===== src/rtl/gate_bank_pkg.sv =====
package gate_bank_pkg;

  // Strobes that the control half hands to the datapath in the request cycle.
  typedef struct packed {
    logic wrCommit;   // in-range write is committed at this edge
    logic rdCommit;   // in-range read is captured at this edge
    logic rangeErr;   // request addresses a word beyond the bank
  } bankStrobes_t;

endpackage


===== src/rtl/gate_bank_ctrl.sv =====
module gate_bank_ctrl
  import gate_bank_pkg::*;
#(
  parameter int ADDR_W    = 8,
  parameter int REG_COUNT = 24,
  localparam int IDX_W    = ADDR_W - 2
) (
  input  logic             clk,
  input  logic             rst_n,
  input  logic             reqValid,
  input  logic             reqWrite,
  input  logic [ADDR_W-1:0] reqAddr,
  output bankStrobes_t     strobes,
  output logic [IDX_W-1:0] regIndex,
  output logic             respValid,
  output logic             respErr
);

  localparam logic [IDX_W:0] IDX_LIMIT = (IDX_W+1)'(REG_COUNT);

  logic inRange;
  logic unusedByteLane;

  assign regIndex       = reqAddr[ADDR_W-1:2];
  assign unusedByteLane = ^reqAddr[1:0];
  assign inRange        = ({1'b0, regIndex} < IDX_LIMIT);

  always_comb begin
    strobes          = '0;
    strobes.wrCommit = reqValid &  reqWrite & inRange;
    strobes.rdCommit = reqValid & ~reqWrite & inRange;
    strobes.rangeErr = reqValid & ~inRange;
  end

  always_ff @(posedge clk or negedge rst_n) begin
    if (!rst_n) begin
      respValid <= 1'b0;
      respErr   <= 1'b0;
    end else begin
      respValid <= reqValid;
      respErr   <= strobes.rangeErr;
    end
  end

  // every request is answered in the following cycle
  p_resp_tracks_req_r2: assert property (@(posedge clk) disable iff (!rst_n)
    1'b1 |=> (respValid == $past(reqValid)));

  // the error flag only ever travels with a response
  p_err_needs_resp_r3: assert property (@(posedge clk) disable iff (!rst_n)
    respErr |-> respValid);

endmodule


===== src/rtl/gate_line_group.sv =====
module gate_line_group #(
  parameter int  DATA_W      = 32,
  parameter int  ADDR_W      = 8,
  parameter int  GRP_REGS    = 5,
  parameter int  GRP_BASE    = 4,
  parameter bit  SET_ON_RISE = 1'b0,
  parameter bit  LINE_INIT   = 1'b1,
  localparam int IDX_W       = ADDR_W - 2,
  localparam int LINES       = GRP_REGS * DATA_W
) (
  input  logic             clk,
  input  logic             rst_n,
  input  logic             wrCommit,
  input  logic [IDX_W-1:0] regIndex,
  input  logic [DATA_W-1:0] wrData,
  input  logic [LINES-1:0] oldWords,
  output logic [LINES-1:0] lines
);

  logic [GRP_REGS-1:0] wordHit;
  logic                groupHit;

  for (genvar g = 0; g < GRP_REGS; g++) begin : g_word
    logic [DATA_W-1:0] oldWord;
    logic [DATA_W-1:0] edgeMask;

    assign wordHit[g] = wrCommit && (regIndex == IDX_W'(GRP_BASE + g));
    assign oldWord    = oldWords[g*DATA_W +: DATA_W];

    if (SET_ON_RISE) begin : g_rise
      assign edgeMask = ~oldWord & wrData;
      always_ff @(posedge clk or negedge rst_n) begin
        if (!rst_n)          lines[g*DATA_W +: DATA_W] <= {DATA_W{LINE_INIT}};
        else if (wordHit[g]) lines[g*DATA_W +: DATA_W] <= lines[g*DATA_W +: DATA_W] | edgeMask;
      end
    end else begin : g_fall
      assign edgeMask = oldWord & ~wrData;
      always_ff @(posedge clk or negedge rst_n) begin
        if (!rst_n)          lines[g*DATA_W +: DATA_W] <= {DATA_W{LINE_INIT}};
        else if (wordHit[g]) lines[g*DATA_W +: DATA_W] <= lines[g*DATA_W +: DATA_W] & ~edgeMask;
      end
    end
  end

  assign groupHit = |wordHit;

  if (SET_ON_RISE) begin : g_chk_rise
    // enable lines are sticky high
    p_en_line_no_fall_r7: assert property (@(posedge clk) disable iff (!rst_n)
      1'b1 |=> ((~lines & $past(lines)) == '0));
  end else begin : g_chk_fall
    // reset lines are sticky low
    p_rst_line_no_rise_r5: assert property (@(posedge clk) disable iff (!rst_n)
      1'b1 |=> ((lines & ~$past(lines)) == '0));
  end

  // lines hold when no write lands in this group
  p_idle_group_stable_r9: assert property (@(posedge clk) disable iff (!rst_n)
    !groupHit |=> $stable(lines));

endmodule


===== src/rtl/gate_bank_dpath.sv =====
module gate_bank_dpath
  import gate_bank_pkg::*;
#(
  parameter int  DATA_W    = 32,
  parameter int  ADDR_W    = 8,
  parameter int  REG_COUNT = 24,
  parameter int  RST_BASE  = 4,
  parameter int  RST_REGS  = 5,
  parameter int  EN_BASE   = 12,
  parameter int  EN_REGS   = 5,
  parameter bit  RST_INIT  = 1'b1,
  localparam int IDX_W     = ADDR_W - 2,
  localparam int RST_LINES = RST_REGS * DATA_W,
  localparam int EN_LINES  = EN_REGS * DATA_W
) (
  input  logic              clk,
  input  logic              rst_n,
  input  bankStrobes_t      strobes,
  input  logic [IDX_W-1:0]  regIndex,
  input  logic [DATA_W-1:0] wrData,
  output logic [DATA_W-1:0] rdData,
  output logic [RST_LINES-1:0] rstLines,
  output logic [EN_LINES-1:0]  enLines
);

  logic [DATA_W-1:0]    regBank [REG_COUNT];
  logic [DATA_W-1:0]    rdSel;
  logic [RST_LINES-1:0] rstOld;
  logic [EN_LINES-1:0]  enOld;

  for (genvar k = 0; k < REG_COUNT; k++) begin : g_reg
    always_ff @(posedge clk or negedge rst_n) begin
      if (!rst_n)
        regBank[k] <= '0;
      else if (strobes.wrCommit && (regIndex == IDX_W'(k)))
        regBank[k] <= wrData;
    end
  end

  for (genvar g = 0; g < RST_REGS; g++) begin : g_rst_old
    assign rstOld[g*DATA_W +: DATA_W] = regBank[RST_BASE + g];
  end

  for (genvar g = 0; g < EN_REGS; g++) begin : g_en_old
    assign enOld[g*DATA_W +: DATA_W] = regBank[EN_BASE + g];
  end

  gate_line_group #(
    .DATA_W(DATA_W), .ADDR_W(ADDR_W), .GRP_REGS(RST_REGS), .GRP_BASE(RST_BASE),
    .SET_ON_RISE(1'b0), .LINE_INIT(RST_INIT)
  ) u_rstGroup (
    .clk(clk), .rst_n(rst_n), .wrCommit(strobes.wrCommit), .regIndex(regIndex),
    .wrData(wrData), .oldWords(rstOld), .lines(rstLines)
  );

  gate_line_group #(
    .DATA_W(DATA_W), .ADDR_W(ADDR_W), .GRP_REGS(EN_REGS), .GRP_BASE(EN_BASE),
    .SET_ON_RISE(1'b1), .LINE_INIT(1'b0)
  ) u_enGroup (
    .clk(clk), .rst_n(rst_n), .wrCommit(strobes.wrCommit), .regIndex(regIndex),
    .wrData(wrData), .oldWords(enOld), .lines(enLines)
  );

  always_comb begin
    rdSel = '0;
    for (int k = 0; k < REG_COUNT; k++) begin
      if (regIndex == IDX_W'(k)) rdSel = regBank[k];
    end
  end

  always_ff @(posedge clk or negedge rst_n) begin
    if (!rst_n)                rdData <= '0;
    else if (strobes.rdCommit) rdData <= rdSel;
    else                       rdData <= '0;
  end

  // out-of-range reads answer with zero data
  p_oor_read_zero_r3: assert property (@(posedge clk) disable iff (!rst_n)
    strobes.rangeErr |=> (rdData == '0));

endmodule


===== src/rtl/periph_gate_bank.sv =====
module periph_gate_bank
  import gate_bank_pkg::*;
#(
  parameter int  DATA_W    = 32,
  parameter int  ADDR_W    = 8,
  parameter int  REG_COUNT = 24,
  parameter int  RST_BASE  = 4,
  parameter int  RST_REGS  = 5,
  parameter int  EN_BASE   = 12,
  parameter int  EN_REGS   = 5,
  parameter bit  RST_INIT  = 1'b1,
  localparam int IDX_W     = ADDR_W - 2,
  localparam int RST_LINES = RST_REGS * DATA_W,
  localparam int EN_LINES  = EN_REGS * DATA_W
) (
  input  logic                 clk,
  input  logic                 rst_n,
  input  logic                 reqValid,
  input  logic                 reqWrite,
  input  logic [ADDR_W-1:0]    reqAddr,
  input  logic [DATA_W-1:0]    reqWdata,
  output logic                 respValid,
  output logic                 respErr,
  output logic [DATA_W-1:0]    respRdata,
  output logic [RST_LINES-1:0] rstLines,
  output logic [EN_LINES-1:0]  enLines
);

  bankStrobes_t     strobes;
  logic [IDX_W-1:0] regIndex;

  gate_bank_ctrl #(.ADDR_W(ADDR_W), .REG_COUNT(REG_COUNT)) u_ctrl (
    .clk(clk), .rst_n(rst_n), .reqValid(reqValid), .reqWrite(reqWrite),
    .reqAddr(reqAddr), .strobes(strobes), .regIndex(regIndex),
    .respValid(respValid), .respErr(respErr)
  );

  gate_bank_dpath #(
    .DATA_W(DATA_W), .ADDR_W(ADDR_W), .REG_COUNT(REG_COUNT),
    .RST_BASE(RST_BASE), .RST_REGS(RST_REGS), .EN_BASE(EN_BASE),
    .EN_REGS(EN_REGS), .RST_INIT(RST_INIT)
  ) u_dpath (
    .clk(clk), .rst_n(rst_n), .strobes(strobes), .regIndex(regIndex),
    .wrData(reqWdata), .rdData(respRdata), .rstLines(rstLines), .enLines(enLines)
  );

endmodule


===== config.mk =====
export PLATFORM = sky130hd
export DESIGN_NAME = periph_gate_bank
export DESIGN_NICKNAME = d
export VERILOG_FILES = /design/src/rtl/gate_bank_pkg.sv /design/src/rtl/gate_bank_ctrl.sv /design/src/rtl/gate_line_group.sv /design/src/rtl/gate_bank_dpath.sv /design/src/rtl/periph_gate_bank.sv
export SDC_FILE = /design/constraint.sdc
export NUM_CORES = 2
export LEC_CHECK = 0
export BUFFER_PORTS_ARGS = -buffer_cell sky130_fd_sc_hd__buf_2
export CAP_MARGIN = 5
export CORE_ASPECT_RATIO = 0.8
export CORE_MARGIN = 3
export CORE_UTILIZATION = 46
export CTS_CLUSTER_DIAMETER = 40
export DETAILED_ROUTE_END_ITERATION = 10
export PLACE_DENSITY = 0.72
export SLEW_MARGIN = 15
export SYNTH_ARGS = -nofsm -noshare
export SYNTH_HDL_FRONTEND = slang
export SYNTH_SLANG_ARGS = --single-unit

===== constraint.sdc =====
create_clock -name clk -period 3.5 [get_ports clk]
set_input_delay 0.35 -clock clk [delete_from_list [all_inputs] [get_ports clk]]
set_output_delay 0.35 -clock clk [all_outputs]
set_load 0.1 [all_outputs]

=== Word level (Yosys, flattened, before mapping) ===
Cells that the tools add are included.

* Word-level logic and storage cells: 149
* Register bits after elaboration: 1122
* Output and inout port bits: 354

* Reductions and logical operators: 25
* Bitwise logic cells: 38
* $lt $le $gt $ge: 1
* Eq/ne operators: 23
* Multiplexer cells: 25

{| class="wikitable"
|+ Operator list
! operator !! number
|-
| $mux 32 || 25
|-
| $and 32x32->32 || 15
|-
| $not 32->32 || 11
|-
| $or 32x32->32 || 5
|-
| $eq 6x4->1 const B || 8
|-
| $eq 6x5->1 const B || 8
|-
| $eq 6x3->1 const B || 4
|-
| $logic_and 1x1->1 || 24
|-
| $eq 6x2->1 const B || 2
|-
| $eq 6x1->1 const B || 1
|-
| $logic_not 6->1 || 1
|-
| $lt 6x5->1 const B || 1
|-
| $and 1x1->1 || 5
|-
| $not 1->1 || 2
|}

=== Longest topological paths before layout ===
* Depth in word-level cells: 26
* Mapped depth: 11

=== By module ===
Synthesis repeated with hierarchy kept, for this count alone.

* Cell total of the unflattened synthesis: 3865
* Area total of the unflattened synthesis: 49179.7 um2

{| class="wikitable"
|+ By module, submodules not included
! module !! area an instance (um2) !! times used !! cells an instance
|-
| gate_bank_dpath || 35641.7 || 1 || 2746
|-
| gate_line_group (u_dpath.u_enGroup) || 6822.8 || 1 || 554
|-
| gate_line_group (u_dpath.u_rstGroup) || 6585.1 || 1 || 552
|-
| gate_bank_ctrl || 130.1 || 1 || 13
|}

=== Worst setup path before layout ===
No wires, ideal clock.

* Path kind: input-to-reg
* Start point: input port reqAddr[2]
* End point: register u_dpath.rdData[16]
* Stages on the path: 8
* Setup time: 129 ps
* Buffers on the path: 3
* Arrival time: 2039 ps
* Slack: 1332 ps
* Path through: buf_2 -> buf_4 -> buf_2 -> mux4_2 -> a221oi_1 -> nand3_1 -> o21ai_0 -> a21oi_1

* Word-level cells in the longest chain between the ends: 26
* Elaborated cells between the ends (all ways): 51
* Those cells by class: 1 x order compare; 23 x eq/ne; 25 x mux; 1 x bitwise; 1 x reduce/logical

{| class="wikitable"
|+ Ends and longest elaborated chain
! item !! line !! RTL
|-
| from (decl) || periph_gate_bank.sv:20 || <nowiki>input logic [ADDR_W-1:0] reqAddr,</nowiki>
|-
| $logic_not 6->1 || gate_bank_dpath.sv:67 || <nowiki>if (regIndex == IDX_W'(k)) rdSel = regBank[k];</nowiki>
|-
| $mux 32 (24 in a row) || gate_bank_dpath.sv:67 ||
|-
| $mux 32 * || gate_bank_dpath.sv:73 || <nowiki>else if (strobes.rdCommit) rdData <= rdSel;</nowiki>
|-
| to (signal assigned) || gate_bank_dpath.sv:73 ||
|-
| to (decl) || gate_bank_dpath.sv:21 || <nowiki>output logic [DATA_W-1:0] rdData,</nowiki>
|}

Every way passes the cells marked *; elsewhere a longest branch is shown, timed or not.
A chain may end at the register's enable or synchronous reset.

=== Final worst setup path ===
* Start point: input port reqAddr[5]
* End point: register u_dpath.u_rstGroup.lines[149]

* Word-level cells in the longest chain between the ends: 3
* Elaborated cells between the ends (all ways): 4
* Those cells by class: 1 x order compare; 1 x eq/ne; 1 x bitwise; 1 x reduce/logical

{| class="wikitable"
|+ Ends and longest elaborated chain
! item !! line !! RTL
|-
| $lt 6x5->1 || gate_bank_ctrl.sv:26 || <nowiki>assign inRange = ({1'b0, regIndex} < IDX_LIMIT);</nowiki>
|-
| $and 1x1->1 || gate_bank_ctrl.sv:30 || <nowiki>strobes.wrCommit = reqValid & reqWrite & inRange;</nowiki>
|-
| $logic_and 1x1->1 * || gate_line_group.sv:27 || <nowiki>assign wordHit[g] = wrCommit && (regIndex == IDX_W'(GRP_BASE + g));</nowiki>
|-
| to (signal, indexed assignment) || gate_line_group.sv:39 || <nowiki>if (!rst_n) lines[g*DATA_W +: DATA_W] <= {DATA_W{LINE_INIT}};</nowiki>
|-
| to (signal, indexed assignment) || gate_line_group.sv:40 || <nowiki>else if (wordHit[g]) lines[g*DATA_W +: DATA_W] <= lines[g*DATA_W +: DATA_W] & ~edgeMask;</nowiki>
|-
| to (decl) || gate_line_group.sv:17 || <nowiki>output logic [LINES-1:0] lines</nowiki>
|}

Marks and branches as above.

==> run metrics <==
leakage power=0.0278 uW; PD cells=534 nW/um2; critical path arrival=3.12 ns; Req. time, crit path=4.16 ns; max cap viols=0; Clock Latency Late Sink=0.75 ns; first-pass GRT wire length=252,000 um; Slew @ Worst Pin=0.847 ns; crit path cell chain=buf_2 > or4b_4 > nor2_8 > nand2_2 > buf_12 > o31a_1; H-tree depth=4; CTS root buf=clkbuf_16; synth unique cells=82; Placement Rows=105; clock skew=0.0394 ns; mux cell area share after synthesis=14.2%; CP Class=primary input to flop; Hold Violations, Final=0; post-synthesis compound-gate area fraction=16.0%; most common cell after layout, fill and taps aside=dfrtp_1; Die Wd=369 um; RSZ-0062 raised after global routing=false; crit path max-delay cell type=or4b_4; Max Freq=0.407 GHz; ys async rst share=100%; drt first pass iters=8; vias in the first global route=37,170; CP Buf/Inv Count=2; DR vias=37,230; Seq cells post-synth=1,122; Initial Util=46.8%; deepest clock path buffer count=3; sequential area share after synthesis=58.3%; Core Box Area=104,000 um2; CP Max Fanout=23; IO Port Bufs=395; Placer Congestion=0.935; largest net degree at the start of global routing=120; Critical Path Max Stage Delay=0.84 ns; status=complete, no violations; maximum vdd drop=0.000482 V; Final Slew Violations=0; clk sink count=1,122; Hold Path Class=primary input to flop; Mapped Nets=4,151; final core utilization=55.7%; met1 WL=67,300 um; final setup fails=0; CP startpoint kind=primary input; CP endpoint kind=flop; DR WL/cell=29.0 um; EDFF count, synth=0; Num CTS Buffers=137; post-synthesis xor/xnor area fraction=0%; DRC viols=0; fin crit period=2.46 ns; Detail Route met2 WL=75,000 um; crit share post-route=70.2%; # nets final=4,504; synthesized-area fraction occupied by and/or/nand/nor cells=5.36%; post_cts resized=0; ANT nets after route=0; initial antenna violation count=12; post-synthesis adder-cell area fraction=0%; Clock transition at path regs=0.06 ns; via/cell ratio=6.23; GRT overflow=0; drt total wl=173,000 um; slew margin rel.=43.5%; Die Height=296 um; GRT Util Overall=31.3%; DPL Wire Length=114,000 um; die area=109,000 um2; TNS Setup=0 ns; share of layout cells above drive strength 1=38.5%; CTS tree=done; Ys Warns=0; synthesized area=48,500 um2; drt first-iter violations=4,450; routed wl met3=21,600 um; IO Pins=398; commonest non-fill, non-tap cells in the layout=dfrtp_1 (962), mux2_2 (502), buf_2 (391); Layout Area Growth over Synthesis=18.9%; Post-synth top flop=dfrtp_1; Post-Synthesis Cells=4,107; Highest Signal Layer=met5; Mapped Avg Cell Area=11.8 um2; critical path's top delay family=simple AND/OR/NAND/NOR gates; main combinational cell family by area after synthesis=compound AO/OA/AOI/OAI gates
[synthesized netlist by cell type (5+ instances only)]
master	instances	share of area [%]
dfrtp_1	962	50
mux2_2	502	12
o21ai_0	371	3.8
nand2_1	367	2.8
inv_1	332	2.6
clkbuf_1	185	1.4
a31o_2	162	2.9
o31a_1	161	2.9
dfstp_2	160	8.7
buf_2	121	1.2
a21oi_1	104	1.1
nor2_1	81	0.63
a22oi_1	66	1.0
o22ai_1	50	0.65
mux2i_1	40	0.83
buf_1	38	0.29
buf_4	31	0.48
mux4_2	31	1.4
a222oi_1	28	0.58
nor3_1	24	0.25
o221ai_1	24	0.43
o211ai_1	23	0.36
a221oi_1	22	0.40
nand3_1	17	0.18
nor2_2	16	0.21
a211oi_1	14	0.22
mux2_1	12	0.28
a31oi_1	11	0.14
a22o_1	8	0.14
nand2b_1	8	0.10
nand4_1	8	0.10
o31ai_1	8	0.12
a221o_1	7	0.14
a32oi_1	6	0.11
o2111ai_1	6	0.11
nand2_2	5	0.065
o2bb2ai_1	5	0.090
[routing by layer]
layer | vias to the layer above | global-route usage, %
li1 | 15327 | -
met1 | 19002 | 41.0
met2 | 2318 | 45.7
met3 | 575 | 11.9
met4 | 8 | 15.5
met5 | - | 0
[repair_timing]
item	in CTS	in global routing
hold buffers	2	0
endpoints found under the hold margin	43	0
setup buffers	0	0
[path summary, 6_finish.rpt]
path	from	end	slack (ns)	cells after the start
min	reqWdata[26]	u_dpath.enOld[122]	0.10	3
min reg2reg	u_dpath.u_rstGroup.lines[114]	u_dpath.u_rstGroup.lines[114]	0.45	1
max	reqAddr[5]	u_dpath.u_rstGroup.lines[149]	1.04	6
min in group asynchronous	rst_n	u_dpath.regBank[629]	0.23	2
max reg2reg	u_dpath.regBank[554]	u_dpath.rdData[10]	1.32	6
max in group asynchronous	rst_n	u_dpath.u_enGroup.lines[104]	2.00	4
[per-stage QoR]
step | total power [uW] | std cells | hold WS (ns) | instance area [um2] | setup WS (ns)
after floorplan | 14900 | 4107 | 0.0544 | 48500 | 1.33
after global placement | 15700 | 5710 | 0.443 | 52700 | 0.424
after detailed placement | 15800 | 5710 | 0.445 | 52700 | 0.392
after CTS | 30800 | 5967 | 0.0700 | 57600 | 1.19
after global routing | 31700 | 5967 | 0.100 | 57600 | 1.03
final | 30800 | 5973 | 0.102 | 57600 | 1.04
[report_power, final]
group | internal [uW] | switching (uW) | total, uW
registers | 13400 | 292 | 13700
logic | 563 | 1340 | 1910
clock network | 9010 | 6120 | 15100
[sequential cells by signal (all words and copies together) (netlist names)]
| register | flops |
|---|---|
| u_dpath.regBank | 608 |
| u_dpath.enOld | 160 |
| u_dpath.u_enGroup.lines | 160 |
| u_dpath.u_rstGroup.lines | 160 |
| u_dpath.rdData | 32 |
| u_ctrl.respErr | 1 |
| u_ctrl.respValid | 1 |
[layout make-up]
| cell class | count | area (um2) |
|---|---|---|
| Antenna cell | 6 | 15.0 |
| Clock buffer | 175 | 3790 |
| Clock inverter | 80 | 1140 |
| Fill cell | 8588 | 45900 |
| Inverter | 332 | 1250 |
| Multi-Input combinational cell | 2275 | 17500 |
| Sequential cell | 1122 | 28300 |
| Tap cell | 1391 | 1740 |
| Timing Repair Buffer | 592 | 3890 |
[worst register-to-register path, delay by kind of cell, from the launching register on]
family | cells | cell delay (ns)
AOI/OAI and AO/OA | 5 | 1.52
DFF | 1 | 0.37
buffers and inverters | 1 | 0.14
[kinds of logic after synthesis]
group                  Yosys count
AO/OA/AOI/OAI                 1117
buffers and inverters          710
flip-flops                    1122
multiplexers                   585
AND/OR/NAND/NOR                573
Note: power is estimated with default switching activity, not from simulation.
